===== src/rtl/arb_pkg.sv =====
package arb_pkg;

  typedef enum logic [1:0] {
    ST_CPU     = 2'd0,
    ST_DMA     = 2'd1,
    ST_HANDOFF = 2'd2
  } own_state_t;

  // Clocks per refresh interval for a clock in MHz and a period in ns.
  function automatic int refresh_period(input int clk_mhz, input int period_ns);
    return (clk_mhz * period_ns) / 1000;
  endfunction

  // Legal grant point: CPU idle or on its final bus-cycle clock.
  function automatic logic grant_point(input logic busy, input logic cyc_end);
    return !busy || cyc_end;
  endfunction

endpackage


===== src/rtl/hold_fsm.sv =====
module hold_fsm
  import arb_pkg::*;
(
  input  logic clk,
  input  logic rst,
  input  logic cpu_busy,
  input  logic cpu_cyc_end,
  input  logic dma_hold,
  output logic dma_hlda,
  output logic cpu_ready,
  output logic cpu_bus_en
);

  own_state_t state_q, state_d;
  logic       take_bus;
  logic       give_back;

  assign take_bus  = dma_hold && grant_point(cpu_busy, cpu_cyc_end);
  assign give_back = !dma_hold;

  always_comb begin
    state_d = state_q;
    unique case (state_q)
      ST_CPU:     if (take_bus)  state_d = ST_DMA;
      ST_DMA:     if (give_back) state_d = ST_HANDOFF;
      ST_HANDOFF:                state_d = ST_CPU;
      default:                   state_d = ST_CPU;
    endcase
  end

  always_ff @(posedge clk) begin
    if (rst) state_q <= ST_CPU;
    else     state_q <= state_d;
  end

  assign dma_hlda   = (state_q == ST_DMA);
  assign cpu_bus_en = (state_q != ST_DMA);
  assign cpu_ready  = (state_q == ST_CPU);

  p_no_midcycle_grant_r1: assert property (@(posedge clk) disable iff (rst)
    (!dma_hlda && cpu_busy && !cpu_cyc_end) |=> !dma_hlda);

  p_grant_isolates_r2: assert property (@(posedge clk) disable iff (rst)
    dma_hlda |-> (!cpu_ready && !cpu_bus_en));

  p_release_order_r4: assert property (@(posedge clk) disable iff (rst)
    $fell(dma_hlda) |-> (cpu_bus_en && !cpu_ready) ##1 cpu_ready);

endmodule


===== src/rtl/refresh_gen.sv =====
module refresh_gen
  import arb_pkg::*;
#(
  parameter int CLK_MHZ    = 200,
  parameter int REFRESH_NS = 13000
) (
  input  logic clk,
  input  logic rst,
  input  logic refresh_dack,
  output logic refresh_dreq
);

  localparam int PERIOD = refresh_period(CLK_MHZ, REFRESH_NS);
  localparam int CW     = $clog2(PERIOD);

  logic [CW-1:0] cnt_q;
  logic          tick;
  logic          dreq_q;

  assign tick = (cnt_q == '0);

  always_ff @(posedge clk) begin
    if (rst) begin
      cnt_q  <= CW'(PERIOD - 1);
      dreq_q <= 1'b0;
    end else begin
      cnt_q <= tick ? CW'(PERIOD - 1) : cnt_q - 1'b1;
      if (tick)              dreq_q <= 1'b1;
      else if (refresh_dack) dreq_q <= 1'b0;
    end
  end

  assign refresh_dreq = dreq_q;

  p_dreq_holds_r6: assert property (@(posedge clk) disable iff (rst)
    (refresh_dreq && !refresh_dack) |=> refresh_dreq);

  p_dack_clears_r6: assert property (@(posedge clk) disable iff (rst)
    (refresh_dack && !tick) |=> !refresh_dreq);

endmodule


===== src/rtl/hold_watchdog.sv =====
module hold_watchdog #(
  parameter int HOLD_LIMIT = 6
) (
  input  logic clk,
  input  logic rst,
  input  logic dma_hlda,
  input  logic dma_hold,
  output logic hold_err
);

  localparam int WW = $clog2(HOLD_LIMIT + 1) + 1;

  logic [WW-1:0] span_q;
  logic          span_full;

  assign span_full = (span_q >= WW'(HOLD_LIMIT));

  always_ff @(posedge clk) begin
    if (rst)              span_q <= '0;
    else if (!dma_hlda)   span_q <= '0;
    else if (!span_full)  span_q <= span_q + 1'b1;
  end

  assign hold_err = dma_hlda && dma_hold && span_full;

  p_err_when_granted_r7: assert property (@(posedge clk) disable iff (rst)
    hold_err |-> (dma_hlda && dma_hold));

endmodule


===== src/rtl/dma_hold_arbiter.sv =====
module dma_hold_arbiter #(
  parameter int CLK_MHZ    = 200,
  parameter int REFRESH_NS = 13000,
  parameter int HOLD_LIMIT = 6
) (
  input  logic clk,
  input  logic rst,
  input  logic cpu_busy,
  input  logic cpu_cyc_end,
  input  logic dma_hold,
  output logic dma_hlda,
  output logic cpu_ready,
  output logic cpu_bus_en,
  output logic refresh_dreq,
  input  logic refresh_dack,
  output logic hold_err
);

  logic grant_w;

  hold_fsm u_fsm (
    .clk         (clk),
    .rst         (rst),
    .cpu_busy    (cpu_busy),
    .cpu_cyc_end (cpu_cyc_end),
    .dma_hold    (dma_hold),
    .dma_hlda    (grant_w),
    .cpu_ready   (cpu_ready),
    .cpu_bus_en  (cpu_bus_en)
  );

  refresh_gen #(
    .CLK_MHZ    (CLK_MHZ),
    .REFRESH_NS (REFRESH_NS)
  ) u_refresh (
    .clk          (clk),
    .rst          (rst),
    .refresh_dack (refresh_dack),
    .refresh_dreq (refresh_dreq)
  );

  hold_watchdog #(
    .HOLD_LIMIT (HOLD_LIMIT)
  ) u_wdog (
    .clk      (clk),
    .rst      (rst),
    .dma_hlda (grant_w),
    .dma_hold (dma_hold),
    .hold_err (hold_err)
  );

  assign dma_hlda = grant_w;

  p_ready_low_in_grant_r3: assert property (@(posedge clk) disable iff (rst)
    dma_hlda |-> !cpu_ready);

endmodule


===== config.mk =====
export PLATFORM = sky130hd
export DESIGN_NAME = dma_hold_arbiter
export DESIGN_NICKNAME = d
export VERILOG_FILES = /design/src/rtl/arb_pkg.sv /design/src/rtl/hold_fsm.sv /design/src/rtl/refresh_gen.sv /design/src/rtl/hold_watchdog.sv /design/src/rtl/dma_hold_arbiter.sv
export SDC_FILE = /design/constraint.sdc
export NUM_CORES = 1
export LEC_CHECK = 0
export CAP_MARGIN = 20
export CORE_MARGIN = 5
export CORE_UTILIZATION = 25
export CTS_BUF_LIST = sky130_fd_sc_hd__clkbuf_8
export DETAILED_ROUTE_END_ITERATION = 8
export PLACE_DENSITY = 0.44
export SLEW_MARGIN = 20
export SYNTH_ARGS = -nofsm -noshare
export SYNTH_HDL_FRONTEND = slang
export SYNTH_HIERARCHICAL = 1
export SYNTH_SLANG_ARGS = --single-unit

===== constraint.sdc =====
create_clock -name clk -period 2 [get_ports clk]
set_input_delay 0.4 -clock clk [delete_from_list [all_inputs] [get_ports clk]]
set_output_delay 0.4 -clock clk [all_outputs]
set_load 0.01 [all_outputs]

== After elaboration in Yosys (flattened, before gate mapping) ==
Index checks and enable logic that the tools add are counted.

* Flip-flop bits (word level): 19
* Input bits: 6
* Output and inout port bits: 5

* $add $sub $neg: 2
* Order comparisons: 1
* Equal/unequal tests: 4
* Multiplexer cells: 5
* Bitwise gates (word level): 1
* Reductions and logical operators: 11

{| class="wikitable"
|+ Operator list
! cell !! count
|-
| 12-bit zero test || 1
|-
| 12-bit by 1-bit subtractor with 12-bit output, second input constant || 1
|-
| 4-bit by 1-bit adder with 4-bit output, second input constant || 1
|-
| 4-bit by 3-bit >= comparator with 1-bit output, second input constant || 1
|-
| 2-bit two-way mux || 2
|-
| 2-bit by 1-bit != test with 1-bit output, second input constant || 2
|-
| 2-bit one-hot mux with 2 select lines || 1
|-
| 2-bit OR reduction || 2
|-
| 1-bit logical AND || 3
|-
| 2-bit by 1-bit equality test with 1-bit output, second input constant || 1
|-
| 2-bit zero test || 1
|-
| 1-bit two-way mux || 2
|-
| 2-bit != test, second input constant || 1
|-
| 2-bit AND reduction || 1
|-
| 2-bit nonzero test || 1
|-
| 1-bit zero test || 1
|-
| 1-bit logical OR || 1
|-
| 1-bit NOT || 1
|}

== Logic depth before layout (Yosys ltp) ==
Gate-level depths: netlist of run 1.

* Depth in word-level cells: 5
* Mapped depth: 6

== Modules after synthesis ==
Netlist of run 1, hierarchy kept.

{| class="wikitable"
|+ Modules (own cells, without submodules)
! module !! times used !! cells an instance !! area each (µm²) !! seq. area each (µm²)
|-
| refresh_gen || 1 || 63 || 583.1 || 260.2
|-
| hold_watchdog || 1 || 22 || 201.4 || 80.1
|-
| hold_fsm || 1 || 8 || 93.8 || 40.0
|}

== Worst setup path after synthesis of run 1 ==
Ideal clock, no wire load.

* Kind: reg-to-reg
* Start: register u_refresh.cnt_q[4]
* End: register u_refresh.cnt_q[10]
* Arrival: 1.624 ns
* Setup slack: 0.307 ns
* Stages on the path, launching flop included: 6
* Path through: dfxtp_1 buf_6 or4_1 buf_2 or4_1 a21oi_1

* Cells in the longest elaborated chain, start to end: 2

{| class="wikitable"
|+ RTL lines
! what !! line !! source
|-
| start, declared || refresh_gen.sv:16 || <nowiki>logic [CW-1:0] cnt_q;</nowiki>
|-
| start signal, assigned || refresh_gen.sv:24 || <nowiki>cnt_q <= CW'(PERIOD - 1);</nowiki>
|-
| start signal, assigned || refresh_gen.sv:27 || <nowiki>cnt_q <= tick ? CW'(PERIOD - 1) : cnt_q - 1'b1;</nowiki>
|-
| branches (longest 2 deep; another with 12-bit by 1-bit subtractor with 12-bit output) || - ||
|}

Parallel ways; which one is timed is not known.
A chain may end at the register's enable or synchronous reset.

== Worst setup path in the final report of run 1 ==
* Start: register u_wdog.span_q[0]
* End: output port hold_err

* Cells in the longest elaborated chain, start to end: 2

{| class="wikitable"
|+ RTL lines
! what !! line !! source
|-
| start, declared || hold_watchdog.sv:13 || <nowiki>logic [WW-1:0] span_q;</nowiki>
|-
| start signal, assigned || hold_watchdog.sv:21 || <nowiki>else if (!span_full) span_q <= span_q + 1'b1;</nowiki>
|-
| 4-bit by 3-bit >= comparator with 1-bit output || hold_watchdog.sv:16 || <nowiki>assign span_full = (span_q >= WW'(HOLD_LIMIT));</nowiki>
|-
| 1-bit logical AND || hold_watchdog.sv:24 || <nowiki>assign hold_err = dma_hlda && dma_hold && span_full;</nowiki>
|-
| end, declared || dma_hold_arbiter.sv:16 || <nowiki>output logic hold_err</nowiki>
|}

Every way passes these cells.

==> summary.log, run 1 <==
[outcome] run status complete, no violations
[synthesis] cell taking the most area after synthesis sky130_fd_sc_hd__dfxtp_1
[grt] number of global-route vias before repair 681
[routing] vias after detailed routing 709
[critical_path] Setup crit end kind primary output
[clock_network] number of clock sinks 19
[die] Die H 69.3 µm
[synthesis] number of synthesized flops with an enable pin 0
[placement] final weighted congestion in routability-driven placement 0.736
[synthesis] Yosys reg bits 19
[synthesis] dominant cell by count in the synthesized netlist sky130_fd_sc_hd__dfxtp_1
[sta] headroom to the max-slew limit 59.7%
[synthesis] area fraction of the dominant cell type after synthesis 43.3%
[cells_and_area] number of non-filler instances in the completed layout 151
[cells_and_area] sequential cell area 382 µm²
[clock_network] TritonCTS clock tree done
[min_path] class of the tightest hold or removal check flop to flop
[routing] router iterations before antenna repair 2
[routing] DR WL/cell 11.3 µm
[cells_and_area] footprint of the multi-input gates 459 µm²
[synthesis] count of warnings emitted by yosys 6
[cells_and_area] final net count 116
[clock_network] # Post-CTS Setup Buffers 0
[cells_and_area] number of antenna cells inserted 0
[synthesis] top cells by area, synth sky130_fd_sc_hd__dfxtp_1, sky130_fd_sc_hd__ha_1, sky130_fd_sc_hd__or4_1
[critical_path] path type of the worst setup path flop to primary output
[cells_and_area] Area Overhead vs Synth 22.2%
[placement] HPWL after detailed placement 1230 µm
[grt] first-pass GRT wire length 3030 µm
[die] floorplan die width 69.3 µm
[clock_network] deepest clock path buffer count 2
[sta] Final Cycle Share 95.1%
[synthesis] leading register cell type out of synthesis sky130_fd_sc_hd__dfxtp_1
[routing] drt first-iter violations 10
[synthesis] share of synthesized area occupied by flip-flops and latches 43.3%
[grt] global router's overall resource usage 7.71%
[synthesis] list of most frequent post-synthesis cells sky130_fd_sc_hd__dfxtp_1, sky130_fd_sc_hd__a21oi_1, sky130_fd_sc_hd__or4_1, sky130_fd_sc_hd__o21ai_0, sky130_fd_sc_hd__o31ai_1
[critical_path] critical-path cell list inv_1 -> ha_1 -> o21a_1 -> o211a_1 -> clkdlybuf4s15_1
[clock_network] CTS clock-pin slew for the worst setup and hold paths 0.07 ns
[clock_network] Skew-Pair Late Insertion Delay 0.25 ns
[critical_path] nature of the critical path startpoint flop
[placement] cell area reported after detailed placement 1030 µm²
[grt] total congestion overflow 0
[critical_path] Worst EP arrival 1.50 ns
[placement] total placed cells including tap cells 147
[critical_path] Critical Path Fanout Max 4
[sta] unrepaired setup endpoints after global routing no
[sta] transition time at the pin with the least slew margin 0.596 ns
[flow_run] reported max-cap violation count 0
[die] initial core utilization 26.1%
[sta] final setup vio count 0
[critical_path] largest stage delay on the critical path 0.34 ns
[synthesis] average footprint of a synthesized cell 9.44 µm²
[clock_network] Num CTS Buffers 3
[pwr] power density cells 659 nW/µm²
[routing] Routed WL 1710 µm
[critical_path] crit path max-delay cell type sky130_fd_sc_hd__dfxtp_2
[placement] worst-case setup slack after placement 0.0537 ns
[pwr] leak pwr 0.387 nW
[sta] crit path time final 1.90 ns
[grt] maximum number of pins on one net before global-route repair 11
[synthesis] Post-Syn Nets 103
[sta] final setup skew 0.00324 ns
[cells_and_area] fraction of final layout cells with drive strength greater than 1 13.3%
[sta] fin. max-slew vios 0
[placement] number of buffer cells added on primary ports 10
[die] Top Ports 11
[grt] antenna violations before repair 0
[clock_network] Max H-tree Level 1
[cells_and_area] final core area utilization 31.9%
[routing] Via-to-Cell Ratio 4.70
[die] Core ar. 3360 µm²
[synthesis] Async SR Flop Fraction 0%
[pwr] PnR Total Power 0.707 mW
[cells_and_area] Filler cells 376
[routing] number of design rule violations left after detail routing 0
[synthesis] Cells after Synth 93
[die] number of standard-cell rows in the floorplan 21
[critical_path] required time at the worst-slack endpoint 1.60 ns
[sta] highest clock rate 526 MHz
[sta] smallest hold slack 0.421 ns
[sta] post-route setup slack 0.0982 ns
[synthesis] Distinct cells, synth 36
[die] total die area 4800 µm²
[synthesis] mapped cell area 878 µm²
[cells_and_area] final standard cell area without fillers 1070 µm²
[clock_network] root buffer selected by CTS sky130_fd_sc_hd__clkbuf_8
[routing] Detail Route Antenna Nets 0
[sta] final sum of negative setup slack 0 ns
[pwr] Max IR drop VDD 0.497 mV
[sta] final hold vios 0
-- flip-flops by register name, summed over array words and instances, names as in the netlist --
register / flops
u_fsm/state_q: 2
u_refresh/cnt_q: 12
u_wdog/span_q: 4
u_refresh/refresh_dreq: 1
-- critical path, delay by kind of cell, from the launching register on --
family                     cells  cell delay (ns)
AOI/OAI and AO/OA              2             0.42
adders and majority gates      1             0.22
buffers and inverters          2             0.27
DFF                            1             0.34
-- logic make-up after synthesis --
logic type | Yosys count | share of synthesized area, %
buf+inv | 8 | 4.42
fa+ha+maj | 4 | 5.70
flops | 19 | 43.3
simple gates | 35 | 26.5
xor+xnor | 2 | 1.99
compound gates | 25 | 18.1
-- cell type report --
cell class	count	area share [%]
well taps	46	5.36
clock buffers	3	3.85
inverters	4	1.40
clock inverters	1	0.350
multi-input cells	66	42.8
flip-flops and latches	19	35.5
repair buffers	12	10.7
-- repair_timing --
action,in CTS,in global routing
setup endpoints to repair,1,1
pin swaps,0,1
hold buffers,0,0
resized for setup,1,2
-- per-layer routing --
metal  GRT usage (%)  up-vias  share of wire [%]
met2            12.2       12                 44
met3            4.06        2                4.4
met5               0        -                  0
li1                -      367                  -
met1            8.89      328                 50
met4            2.60        0                1.1
-- cells in the final DEF, fill, tap and decap left out, types with 2 or more instances in the layout --
| master | Yosys | final |
|---|---|---|
| sky130_fd_sc_hd__dfxtp_1 | 19 | 18 |
| sky130_fd_sc_hd__clkdlybuf4s50_1 | 0 | 9 |
| sky130_fd_sc_hd__a21oi_1 | 8 | 8 |
| sky130_fd_sc_hd__or4_1 | 6 | 6 |
| sky130_fd_sc_hd__o31ai_1 | 5 | 5 |
| sky130_fd_sc_hd__o21ai_0 | 5 | 5 |
| sky130_fd_sc_hd__inv_1 | 3 | 4 |
| sky130_fd_sc_hd__nand3_1 | 4 | 4 |
| sky130_fd_sc_hd__ha_1 | 4 | 4 |
| sky130_fd_sc_hd__clkbuf_8 | 0 | 3 |
| sky130_fd_sc_hd__nor2_1 | 3 | 3 |
| sky130_fd_sc_hd__nand2_1 | 3 | 3 |
| sky130_fd_sc_hd__or3_1 | 3 | 3 |
| sky130_fd_sc_hd__buf_4 | 0 | 2 |
| sky130_fd_sc_hd__a31oi_1 | 2 | 2 |
| sky130_fd_sc_hd__or2_2 | 2 | 2 |
| sky130_fd_sc_hd__nand2b_1 | 2 | 2 |
| sky130_fd_sc_hd__nor2b_1 | 2 | 2 |
-- report_power, final --
| part | switching [mW] | internal, mW | total [mW] |
|---|---|---|---|
| clock | 0.122 | 0.136 | 0.258 |
| sequential | 0.00763 | 0.387 | 0.394 |
| combinational | 0.0233 | 0.0316 | 0.0549 |
-- final timing paths --
kind	start	to	slack, ns	depth (start not counted)
hold reg to reg	u_refresh/cnt_q[0]	u_refresh/cnt_q[0]	0.42	1
setup reg to reg	u_refresh/cnt_q[5]	u_refresh/cnt_q[10]	0.21	3
hold / removal	u_refresh/cnt_q[0]	u_refresh/cnt_q[0]	0.42	1
setup / recovery	u_wdog/span_q[0]	hold_err	0.1	5
No activity file was read; power rests on OpenSTA's default activity.
==> run 2: changes to the inputs <==
--- a/config.mk
+++ b/config.mk
@@ -11,6 +11,7 @@
 export CTS_BUF_LIST = sky130_fd_sc_hd__clkbuf_8
 export DETAILED_ROUTE_END_ITERATION = 8
 export PLACE_DENSITY = 0.44
+export SKIP_CTS_REPAIR_TIMING = 1
 export SLEW_MARGIN = 20
 export SYNTH_ARGS = -nofsm -noshare
 export SYNTH_HDL_FRONTEND = slang
==> run 2 against run 1 <==
  * Register-to-register slack about the same
  * Worst hold slack got worse by 0.0041 ns
  * Fmax increased by 4.6%
  * Critical path depth unchanged
  * Cell count unchanged
  * First-iteration DRC count increased by 30%
  * Design area increased by 0.23%
  * Sequential cell count unchanged
  * Wire length decreased by 0.64%
  * Clock skew decreased by 0.0018 ns
  * Setup slack improved by 0.084 ns
==> summary.log, run 2 (synthesized netlist as in run 1, its figures left out) <==
[outcome] run status complete, no violations
[pwr] share of power burned in the clock network 36.5%
[cells_and_area] commonest non-fill, non-tap cells in the layout sky130_fd_sc_hd__dfxtp_1, sky130_fd_sc_hd__clkdlybuf4s50_1, sky130_fd_sc_hd__a21oi_1
[clock_network] Num CTS Buffers 3
[critical_path] path type of the worst setup path flop to primary output
[pwr] share of total power in sequential cells 55.8%
[clock_network] TritonCTS clock tree done
[placement] cell area reported after detailed placement 1030 µm²
[routing] router iterations before antenna repair 4
[sta] Final Cycle Share 90.9%
[cells_and_area] Area Overhead vs Synth 22.5%
[min_path] worst min-delay path startpoint u_refresh/cnt_q[0]
[sta] crit path time final 1.82 ns
[critical_path] path depth of the worst reg2reg path 3
[grt] global router's overall resource usage 7.71%
[sta] final setup skew 0.00143 ns
[cells_and_area] final core area utilization 32.0%
[sta] headroom to the max-slew limit 58.1%
[sta] final sum of negative setup slack 0 ns
[critical_path] critical-path cell list inv_1 -> ha_1 -> o21a_1 -> o211a_1 -> dlymetal6s2s_1
[critical_path] Worst EP arrival 1.42 ns
[critical_path] Setup crit end kind primary output
[grt] maximum number of pins on one net before global-route repair 11
[routing] number of design rule violations left after detail routing 0
[placement] HPWL after detailed placement 1230 µm
[clock_network] CTS clock-pin slew for the worst setup and hold paths 0.07 ns
[critical_path] crit path max-delay cell type sky130_fd_sc_hd__dfxtp_2
[sta] final setup vio count 0
[routing] vias after detailed routing 709
[cells_and_area] registers with the most flip-flops u_refresh/cnt_q x12, u_wdog/span_q x4, u_fsm/state_q x2
[pwr] P_int 0.555 mW
[pwr] power density cells 657 nW/µm²
[sta] final hold vios 0
[pwr] switching power summed over all nets 0.152 mW
[cells_and_area] flip-flop count of the largest register after layout 12
[die] initial core utilization 26.1%
[cells_and_area] Most flops, register u_refresh/cnt_q
[critical_path] required time at the worst-slack endpoint 1.60 ns
[clock_network] Skew-Pair Late Insertion Delay 0.25 ns
[critical_path] Buf+Inv Stages, Crit Path 2
[placement] number of buffer cells added on primary ports 10
[die] number of standard-cell rows in the floorplan 21
[sta] fin. max-slew vios 0
[routing] DR WL/cell 11.2 µm
[routing] drt first-iter violations 13
[cells_and_area] fraction of final layout cells with drive strength greater than 1 13.3%
[cells_and_area] final net count 116
[min_path] class of the tightest hold or removal check flop to flop
[cells_and_area] number of non-filler instances in the completed layout 151
[grt] first-pass GRT wire length 3030 µm
[critical_path] Critical Path Fanout Max 4
[placement] total placed cells including tap cells 147
[critical_path] largest stage delay on the critical path 0.34 ns
[cells_and_area] most common cell after layout, fill and taps aside sky130_fd_sc_hd__dfxtp_1
[placement] worst-case setup slack after placement 0.0537 ns
[pwr] switching part of the total power 21.5%
[sta] smallest hold slack 0.417 ns
[sta] highest clock rate 550 MHz
[cells_and_area] Filler cells 376
[cells_and_area] sequential cell area 382 µm²
[cells_and_area] final standard cell area without fillers 1080 µm²
[critical_path] nature of the critical path startpoint flop
[sta] post-route setup slack 0.182 ns
[clock_network] Max H-tree Level 1
[min_path] cell depth of the worst hold path 1
[die] Top Ports 11
[flow_run] reported max-cap violation count 0
[grt] antenna violations before repair 0
[die] floorplan die width 69.3 µm
[pwr] Max IR drop VDD 0.494 mV
[sta] transition time at the pin with the least slew margin 0.619 ns
[critical_path] worst reg2reg path startpoint u_refresh/cnt_q[5]
[die] Core ar. 3360 µm²
[grt] number of global-route vias before repair 681
[clock_network] deepest clock path buffer count 2
[clock_network] root buffer selected by CTS sky130_fd_sc_hd__clkbuf_8
[die] total die area 4800 µm²
[pwr] PnR Total Power 0.707 mW
[cells_and_area] number of antenna cells inserted 0
[critical_path] Top Family by Delay on Critical Path compound AO/OA/AOI/OAI gates
[placement] final weighted congestion in routability-driven placement 0.736
[routing] Detail Route Antenna Nets 0
[routing] Routed WL 1700 µm
[grt] total congestion overflow 0
[sta] unrepaired setup endpoints after global routing no
[die] Die H 69.3 µm
[clock_network] number of clock sinks 19
[min_path] Endpoint, Worst Hold u_refresh/cnt_q[0]
[critical_path] setup slack of the most critical reg-to-reg path 0.21 ns
[critical_path] worst flop-to-flop path endpoint u_refresh/cnt_q[10]
[routing] Via-to-Cell Ratio 4.70
[pwr] leak pwr 0.405 nW
[pwr] combinational power share 7.8%
[cells_and_area] footprint of the multi-input gates 459 µm²
==> run 2: cell count changes in the layout (fill, tap and decap cells not counted) <==
cell,change
sky130_fd_sc_hd__dlymetal6s2s_1,+1
sky130_fd_sc_hd__clkdlybuf4s15_1,-1
==> run 2: worst max-delay path by stage <==
stage | from | end | depth (start not counted)
2_1_floorplan | u_refresh/cnt_q[4] | u_refresh/cnt_q[10] | 5
3_3_place_gp | dma_hold | hold_err | 3
3_5_place_dp | dma_hold | hold_err | 3
4_1_cts | u_wdog/span_q[0] | hold_err | 5
5_1_grt | u_wdog/span_q[0] | hold_err | 5
6_report | u_wdog/span_q[0] | hold_err | 5
==> run 2: power by group through the flow <==
stage	registers, mW	clock network (mW)	logic, mW
CTS	0.394	0.274	0.0563
global placement	0.402	0	0.0553
floorplan	0.401	0	0.0287
finish	0.394	0.258	0.0549
detailed placement	0.403	0	0.0559
global route	0.396	0.297	0.0613
==> run 2: worst register-to-register path, cell delays in order, from the launching register on <==
cell and delay [ns]:
sky130_fd_sc_hd__dfxtp_1 0.35, sky130_fd_sc_hd__or4_1 0.68, sky130_fd_sc_hd__or4_1 0.54, sky130_fd_sc_hd__a21oi_1 0.15
==> run 2: routing by layer <==
metal | vias up | share of wire, % | track usage [%]
li1 | 369 | - | -
met1 | 326 | 50 | 8.89
met2 | 12 | 44 | 12.2
met3 | 2 | 5.0 | 4.06
met4 | 0 | 1.1 | 2.60
met5 | - | 0 | 0
==> run 2: cell type report <==
cell class / count / area share (%)
multi-input combinational: 66 / 42.7
sequential: 19 / 35.5
timing repair buffer: 12 / 10.9
tap: 46 / 5.35
clock buffer: 3 / 3.84
inverter: 4 / 1.40
clock inverter: 1 / 0.349
